$ cat src/rtl/dr_pkg.sv
package dr_pkg;

    typedef enum logic [1:0] {
        TX_IDLE = 2'd0,
        TX_SEND = 2'd1,
        TX_RTZ  = 2'd2
    } tx_state_e;

    typedef enum logic {
        RX_EMPTY = 1'b0,
        RX_FULL  = 1'b1
    } rx_state_e;

endpackage

$ cat src/rtl/dr_encoder.sv
module dr_encoder
    import dr_pkg::*;
#(
    parameter int W = 8
) (
    input  logic         clk,
    input  logic         rst_n,
    input  logic [W-1:0] in_data,
    input  logic         in_valid,
    output logic         in_ready,
    input  logic         tx_ack,
    output logic [W-1:0] rail_t,
    output logic [W-1:0] rail_f
);

    tx_state_e    state, nxt;
    logic [W-1:0] hold;

    // state register
    always_ff @(posedge clk or negedge rst_n) begin
        if (!rst_n) state <= TX_IDLE;
        else        state <= nxt;
    end

    // word held while the codeword is on the rails
    always_ff @(posedge clk or negedge rst_n) begin
        if (!rst_n)                  hold <= '0;
        else if (in_valid && in_ready) hold <= in_data;
    end

    // next state and outputs
    always_comb begin
        nxt      = state;
        in_ready = 1'b0;
        rail_t   = '0;
        rail_f   = '0;
        unique case (state)
            TX_IDLE: begin
                in_ready = 1'b1;
                if (in_valid) nxt = TX_SEND;
            end
            TX_SEND: begin
                rail_t = hold;
                rail_f = ~hold;
                if (tx_ack) nxt = TX_RTZ;
            end
            TX_RTZ: begin
                if (!tx_ack) nxt = TX_IDLE;
            end
            default: nxt = TX_IDLE;
        endcase
    end

endmodule

$ cat src/rtl/dr_rail_sampler.sv
module dr_rail_sampler #(
    parameter int W = 8
) (
    input  logic         clk,
    input  logic         rst_n,
    input  logic [W-1:0] rail_t,
    input  logic [W-1:0] rail_f,
    output logic [W-1:0] smp_t,
    output logic [W-1:0] smp_f,
    output logic         all_valid,
    output logic         all_empty,
    output logic         err_code,
    output logic         err_swap
);

    logic [W-1:0] prv_t, prv_f;
    logic [W-1:0] bit_valid, bit_empty, bit_bad, bit_swap;

    // one sample of the rails per clock, plus the previous sample
    always_ff @(posedge clk or negedge rst_n) begin
        if (!rst_n) begin
            smp_t <= '0;
            smp_f <= '0;
            prv_t <= '0;
            prv_f <= '0;
        end else begin
            smp_t <= rail_t;
            smp_f <= rail_f;
            prv_t <= smp_t;
            prv_f <= smp_f;
        end
    end

    // per-bit classification
    for (genvar i = 0; i < W; i++) begin : g_bit
        assign bit_valid[i] = smp_t[i] ^ smp_f[i];
        assign bit_empty[i] = ~(smp_t[i] | smp_f[i]);
        assign bit_bad[i]   = smp_t[i] & smp_f[i];
        assign bit_swap[i]  = (prv_t[i] ^ prv_f[i]) & bit_valid[i]
                              & (prv_t[i] ^ smp_t[i]);
    end

    assign all_valid = &bit_valid;
    assign all_empty = &bit_empty;

    // sticky violation flags
    always_ff @(posedge clk or negedge rst_n) begin
        if (!rst_n) begin
            err_code <= 1'b0;
            err_swap <= 1'b0;
        end else begin
            if (|bit_bad)  err_code <= 1'b1;
            if (|bit_swap) err_swap <= 1'b1;
        end
    end

endmodule

$ cat src/rtl/dr_completion.sv
module dr_completion
    import dr_pkg::*;
#(
    parameter int W = 8
) (
    input  logic         clk,
    input  logic         rst_n,
    input  logic         all_valid,
    input  logic         all_empty,
    input  logic [W-1:0] word,
    output logic         ack,
    output logic [W-1:0] out_data,
    output logic         out_valid
);

    rx_state_e state, nxt;
    logic      capture;

    // state register
    always_ff @(posedge clk or negedge rst_n) begin
        if (!rst_n) state <= RX_EMPTY;
        else        state <= nxt;
    end

    // next state and outputs
    always_comb begin
        nxt     = state;
        ack     = 1'b0;
        capture = 1'b0;
        unique case (state)
            RX_EMPTY: begin
                if (all_valid) begin
                    nxt     = RX_FULL;
                    capture = 1'b1;
                end
            end
            RX_FULL: begin
                ack = 1'b1;
                if (all_empty) nxt = RX_EMPTY;
            end
            default: nxt = RX_EMPTY;
        endcase
    end

    // decoded word and its strobe
    always_ff @(posedge clk or negedge rst_n) begin
        if (!rst_n) begin
            out_valid <= 1'b0;
            out_data  <= '0;
        end else begin
            out_valid <= capture;
            if (capture) out_data <= word;
        end
    end

endmodule

$ cat src/rtl/dr_link.sv
module dr_link #(
    parameter int W = 8
) (
    input  logic         clk,
    input  logic         rst_n,
    input  logic [W-1:0] in_data,
    input  logic         in_valid,
    output logic         in_ready,
    output logic [W-1:0] tx_rail_t,
    output logic [W-1:0] tx_rail_f,
    input  logic         tx_ack,
    input  logic [W-1:0] rx_rail_t,
    input  logic [W-1:0] rx_rail_f,
    output logic         rx_ack,
    output logic [W-1:0] out_data,
    output logic         out_valid,
    output logic         err_code,
    output logic         err_swap
);

    logic [W-1:0] smp_t, smp_f;
    logic         all_valid, all_empty;

    dr_encoder #(.W(W)) u_enc (
        .clk      (clk),
        .rst_n    (rst_n),
        .in_data  (in_data),
        .in_valid (in_valid),
        .in_ready (in_ready),
        .tx_ack   (tx_ack),
        .rail_t   (tx_rail_t),
        .rail_f   (tx_rail_f)
    );

    dr_rail_sampler #(.W(W)) u_smp (
        .clk       (clk),
        .rst_n     (rst_n),
        .rail_t    (rx_rail_t),
        .rail_f    (rx_rail_f),
        .smp_t     (smp_t),
        .smp_f     (smp_f),
        .all_valid (all_valid),
        .all_empty (all_empty),
        .err_code  (err_code),
        .err_swap  (err_swap)
    );

    dr_completion #(.W(W)) u_cmp (
        .clk       (clk),
        .rst_n     (rst_n),
        .all_valid (all_valid),
        .all_empty (all_empty),
        .word      (smp_t),
        .ack       (rx_ack),
        .out_data  (out_data),
        .out_valid (out_valid)
    );

endmodule

$ cat config.mk
export PLATFORM = sky130hd
export DESIGN_NAME = dr_link
export DESIGN_NICKNAME = d
export VERILOG_FILES = /design/src/rtl/dr_pkg.sv /design/src/rtl/dr_encoder.sv /design/src/rtl/dr_rail_sampler.sv /design/src/rtl/dr_completion.sv /design/src/rtl/dr_link.sv
export SDC_FILE = /design/constraint.sdc
export NUM_CORES = 1
export LEC_CHECK = 0
export ABC_AREA = 0
export BUFFER_PORTS_ARGS = -buffer_cell sky130_fd_sc_hd__buf_2
export CAP_MARGIN = 20
export CORE_MARGIN = 1.5
export CORE_UTILIZATION = 47
export CTS_CLUSTER_SIZE = 40
export DETAILED_ROUTE_END_ITERATION = 16
export PLACE_DENSITY_LB_ADDON = 0.05
export SYNTH_ARGS = -nofsm -noshare
export SYNTH_HDL_FRONTEND = slang
export SYNTH_HIERARCHICAL = 1
export SYNTH_SLANG_ARGS = --single-unit
$ cat constraint.sdc
create_clock -name clk -period 1.8 [get_ports clk]
set_clock_uncertainty 0.1 [all_clocks]
set_input_delay 0.09 -clock clk [delete_from_list [all_inputs] [get_ports clk]]
set_output_delay 0.09 -clock clk [all_outputs]
set_load 0.03 [all_outputs]
==> run_results.csv <==
group,metric,value,unit
clock_tree,h-tree-depth,2,
global_route,first_global_vias,1657,
finish,syn_to_final_growth,40.0,%
finish,final_cells,324,
synthesis,synth-edff-count,0,
pwr,leakagePower,1.56,nW
sta,fmax,559,MHz
clock_tree,clk_latency,0.30,ns
sta,hold_violations,0,
global_route,grt_use_total,0.192,
place,gp_congestion,0.849,
critical_path,worst-setup-path-type,"register to register",
critical_path,r2r_slack,0.01,ns
critical_path,ff2ff_path_depth,7,
finish,layout-drive-gt1-share,0.401,
place,post_dp_cell_area,2660,um2
critical_path,cp-start-kind,"register",
clock_tree,cts_tree,"yes",
sta,rsz0062_at_grt,"yes",
sta,layout_worst_path_cycle_share,0.993,
finish,antennaDiodeCount,0,
routing,routed_wl,4740,um
synthesis,ys_seq_elements,54,
sta,drv_slew,0,
synthesis,synth_cell_type_count,31,
global_route,overflow,0,
critical_path,crit_required,1.89,ns
global_route,grtUsageMet1,0.244,
clock_tree,clkTransAtPathRegs,0.09,ns
critical_path,path_max_fanout,6,
hold_path,timing.hold.worst_endpoint,"u_smp/prv_f[0]",
synthesis,syn_inst,170,
synthesis,synthTopCellsByArea,"dfrtp_1 (60%), ha_1 (8.9%), mux2_4 (5.4%), mux2_2 (4.0%), inv_1 (2.8%)",
synthesis,synth_top_cell_area_share,0.603,
clock_tree,cts_sinks,54,
floorplanning,core,4470,um2
critical_path,cp-end-kind,"register",
routing,drtAntennaViolNets,0,
synthesis,syn_area,2240,um2
synthesis,synth.most_common_cell,"dfrtp_1",
global_route,gr-usage-met2,0.321,
floorplanning,boundaryPins,57,
floorplanning,start_util,0.501,
synthesis,syn_avg_cell_area,13.2,um2
pwr,ir_worst_vdd,828,uV
critical_path,crit_path_cell_trace,"inv_2 > ha_4 > nand4_1 > nor2_1 > nor2b_4 > buf_6 > mux2_4",
global_route,top_usage_layer,"met2",
floorplanning,die_w,72.1,um
routing,num_vias,1631,
critical_path,r2r-end,"u_cmp/out_data[0]",
clock_tree,clockRootBuffer,"clkbuf_8",
finish,final_area,3140,um2
synthesis,synth_commonest_cells,"dfrtp_1 (54), inv_1 (17), ha_1 (16), nor2_1 (13)",
routing,vias_per_cell,5.03,
sta,finalSetupViolCount,0,
sta,tightest_slew,0.661,ns
flow_run,maxCapViolCount,0,
floorplanning,rows,24,
hold_path,min_path_type,"register to register",
hold_path,hold_depth,0,
status,status,"finished clean",
synthesis,synth_fp_nets,214,
synthesis,yosysTopAreaCell,"dfrtp_1",
pwr,power_density,1070,nW/um2
global_route,grt_antenna_before_repair,0,
place,io_buffers,56,
place,hpwl,3240,um
place,dpl.cell_count,288,
routing,drc,0,
clock_tree,numCtsBuffers,5,
critical_path,crit_arrival,1.88,ns
synthesis,synthFlopType,"dfrtp_1",
critical_path,cp_slowest_cell,"dfrtp_1",
synthesis,ys_seq_area_frac,0.603,
floorplanning,dieArea,5190,um2
routing,drt_pre_antenna_iters,4,
sta,period_minus_slack,1.79,ns
global_route,grt_max_degree,55,
global_route,grt_pass1_wl,7600,um
floorplanning,dieHeight,72.1,um
hold_path,min-delay-start,"u_smp/smp_f[0]",
clock_tree,ctsLongestPathBuffers,2,
critical_path,max_stage_delay,0.41,ns
synthesis,yosys_warnings,6,
global_route,met3_usage,0.0417,
finish,num-fill-cells,316,
critical_path,worstReg2RegStart,"u_smp/smp_f[7]",
finish,nets,315,
synthesis,synthArstFlopShare,1.00,
sta,slew_headroom,0.559,
routing,post_drt_wl_per_cell,14.6,um
routing,drt_iter0_drc,77,
sequential cells by signal (all words and copies together), names as in the netlist:
register	count
u_smp/prv_t	8
u_smp/err_swap	1
u_smp/smp_t	8
u_enc/state	2
u_cmp/out_data	8
u_cmp/out_valid	1
u_smp/smp_f	8
u_smp/err_code	1
u_cmp/state	1
u_smp/prv_f	8
u_enc/hold	8
cells by family after synthesis:
group	after synthesis	synth area share
AND/OR/NAND/NOR	53	0.145
multiplexers	16	0.0938
buffers and inverters	19	0.0357
AO/OA/AOI/OAI	12	0.0335
flip-flops	54	0.603
adder cells (fa/ha/maj)	16	0.0893
area by class of cell:
type	instances	area, um2	area share
clock inverters	2	12.5	0.00399
inverters	17	63.8	0.0203
well taps	52	65.1	0.0207
multi-input cells	97	908	0.289
flip-flops and latches	54	1350	0.430
repair buffers	96	656	0.209
clock buffers	6	82.6	0.0263
critical path: cells and delay by family, from the launching register on:
family	cells	cell delay [ns]
flops	1	0.41
simple gates	3	0.38
mux	1	0.30
fa+ha+maj	1	0.27
buf+inv	2	0.22
placed cells by master (no fill, tap or decap), drive strengths merged, types with 2 or more instances in the layout:
cell type / synthesis / final
buf: 2 / 69
and2: 8 / 8
nand2: 4 / 4
nor3b: 5 / 5
and3b: 3 / 3
o22ai: 3 / 3
nand4: 4 / 4
o21ai: 4 / 4
clkbuf: 0 / 6
nor2: 13 / 13
mux2: 16 / 16
nand2b: 6 / 6
nor2b: 2 / 2
dlygate4sd3: 0 / 27
inv: 17 / 17
ha: 16 / 16
dfrtp: 54 / 54
worst max path at each step:
stage	start	end	slack, ns
after CTS	u_smp/smp_f[7]	u_cmp/out_data[4]	0.002
final	u_smp/smp_f[7]	u_cmp/out_data[0]	0.01
after global placement	u_smp/smp_f[7]	u_cmp/out_data[0]	0.02
after floorplan	u_smp/smp_t[4]	u_cmp/out_data[0]	0.08
after global routing	u_smp/smp_f[7]	u_cmp/out_data[0]	-0.05
after detailed placement	u_smp/smp_f[7]	u_cmp/out_data[5]	-0.03
stage by stage:
| stage | setup slack, ns | power (W) | hold slack (ns) | utilization | TNS [ns] |
|---|---|---|---|---|---|
| 6_report | 0.0126 | 0.00337 | 0.316 | 0.702 | 0 |
| 3_5_place_dp | -0.0296 | 0.00263 | 0.0997 | 0.595 | -0.131 |
| 5_1_grt | -0.0532 | 0.00355 | 0.312 | 0.702 | -0.333 |
| 4_1_cts | 0.00199 | 0.00337 | 0.308 | 0.680 | 0 |
| 3_3_place_gp | 0.0219 | 0.00259 | 0.0978 | 0.595 | 0 |
| 2_1_floorplan | 0.0778 | 0.00230 | -0.306 | - | 0 |
timing repair:
action / in CTS / in global routing
pin swaps: 0 / 5
hold endpoints to repair: 80 / 0
setup endpoints to repair: 7 / 8
buffers inserted: 0 / 1
resized for setup: 4 / 14
hold buffers: 27 / 0
metal layers:
metal / wire length [um] / vias up
li1: - / 769
met1: 2090 / 805
met2: 2380 / 44
met3: 143 / 13
met4: 127 / 0
met5: 0 / -
power by group:
| group | internal (W) | switching [W] |
|---|---|---|
| clock network | 0.000310 | 0.000381 |
| logic | 0.000462 | 0.000685 |
| registers | 0.00139 | 0.000145 |
(Power assumes the default switching activity.)
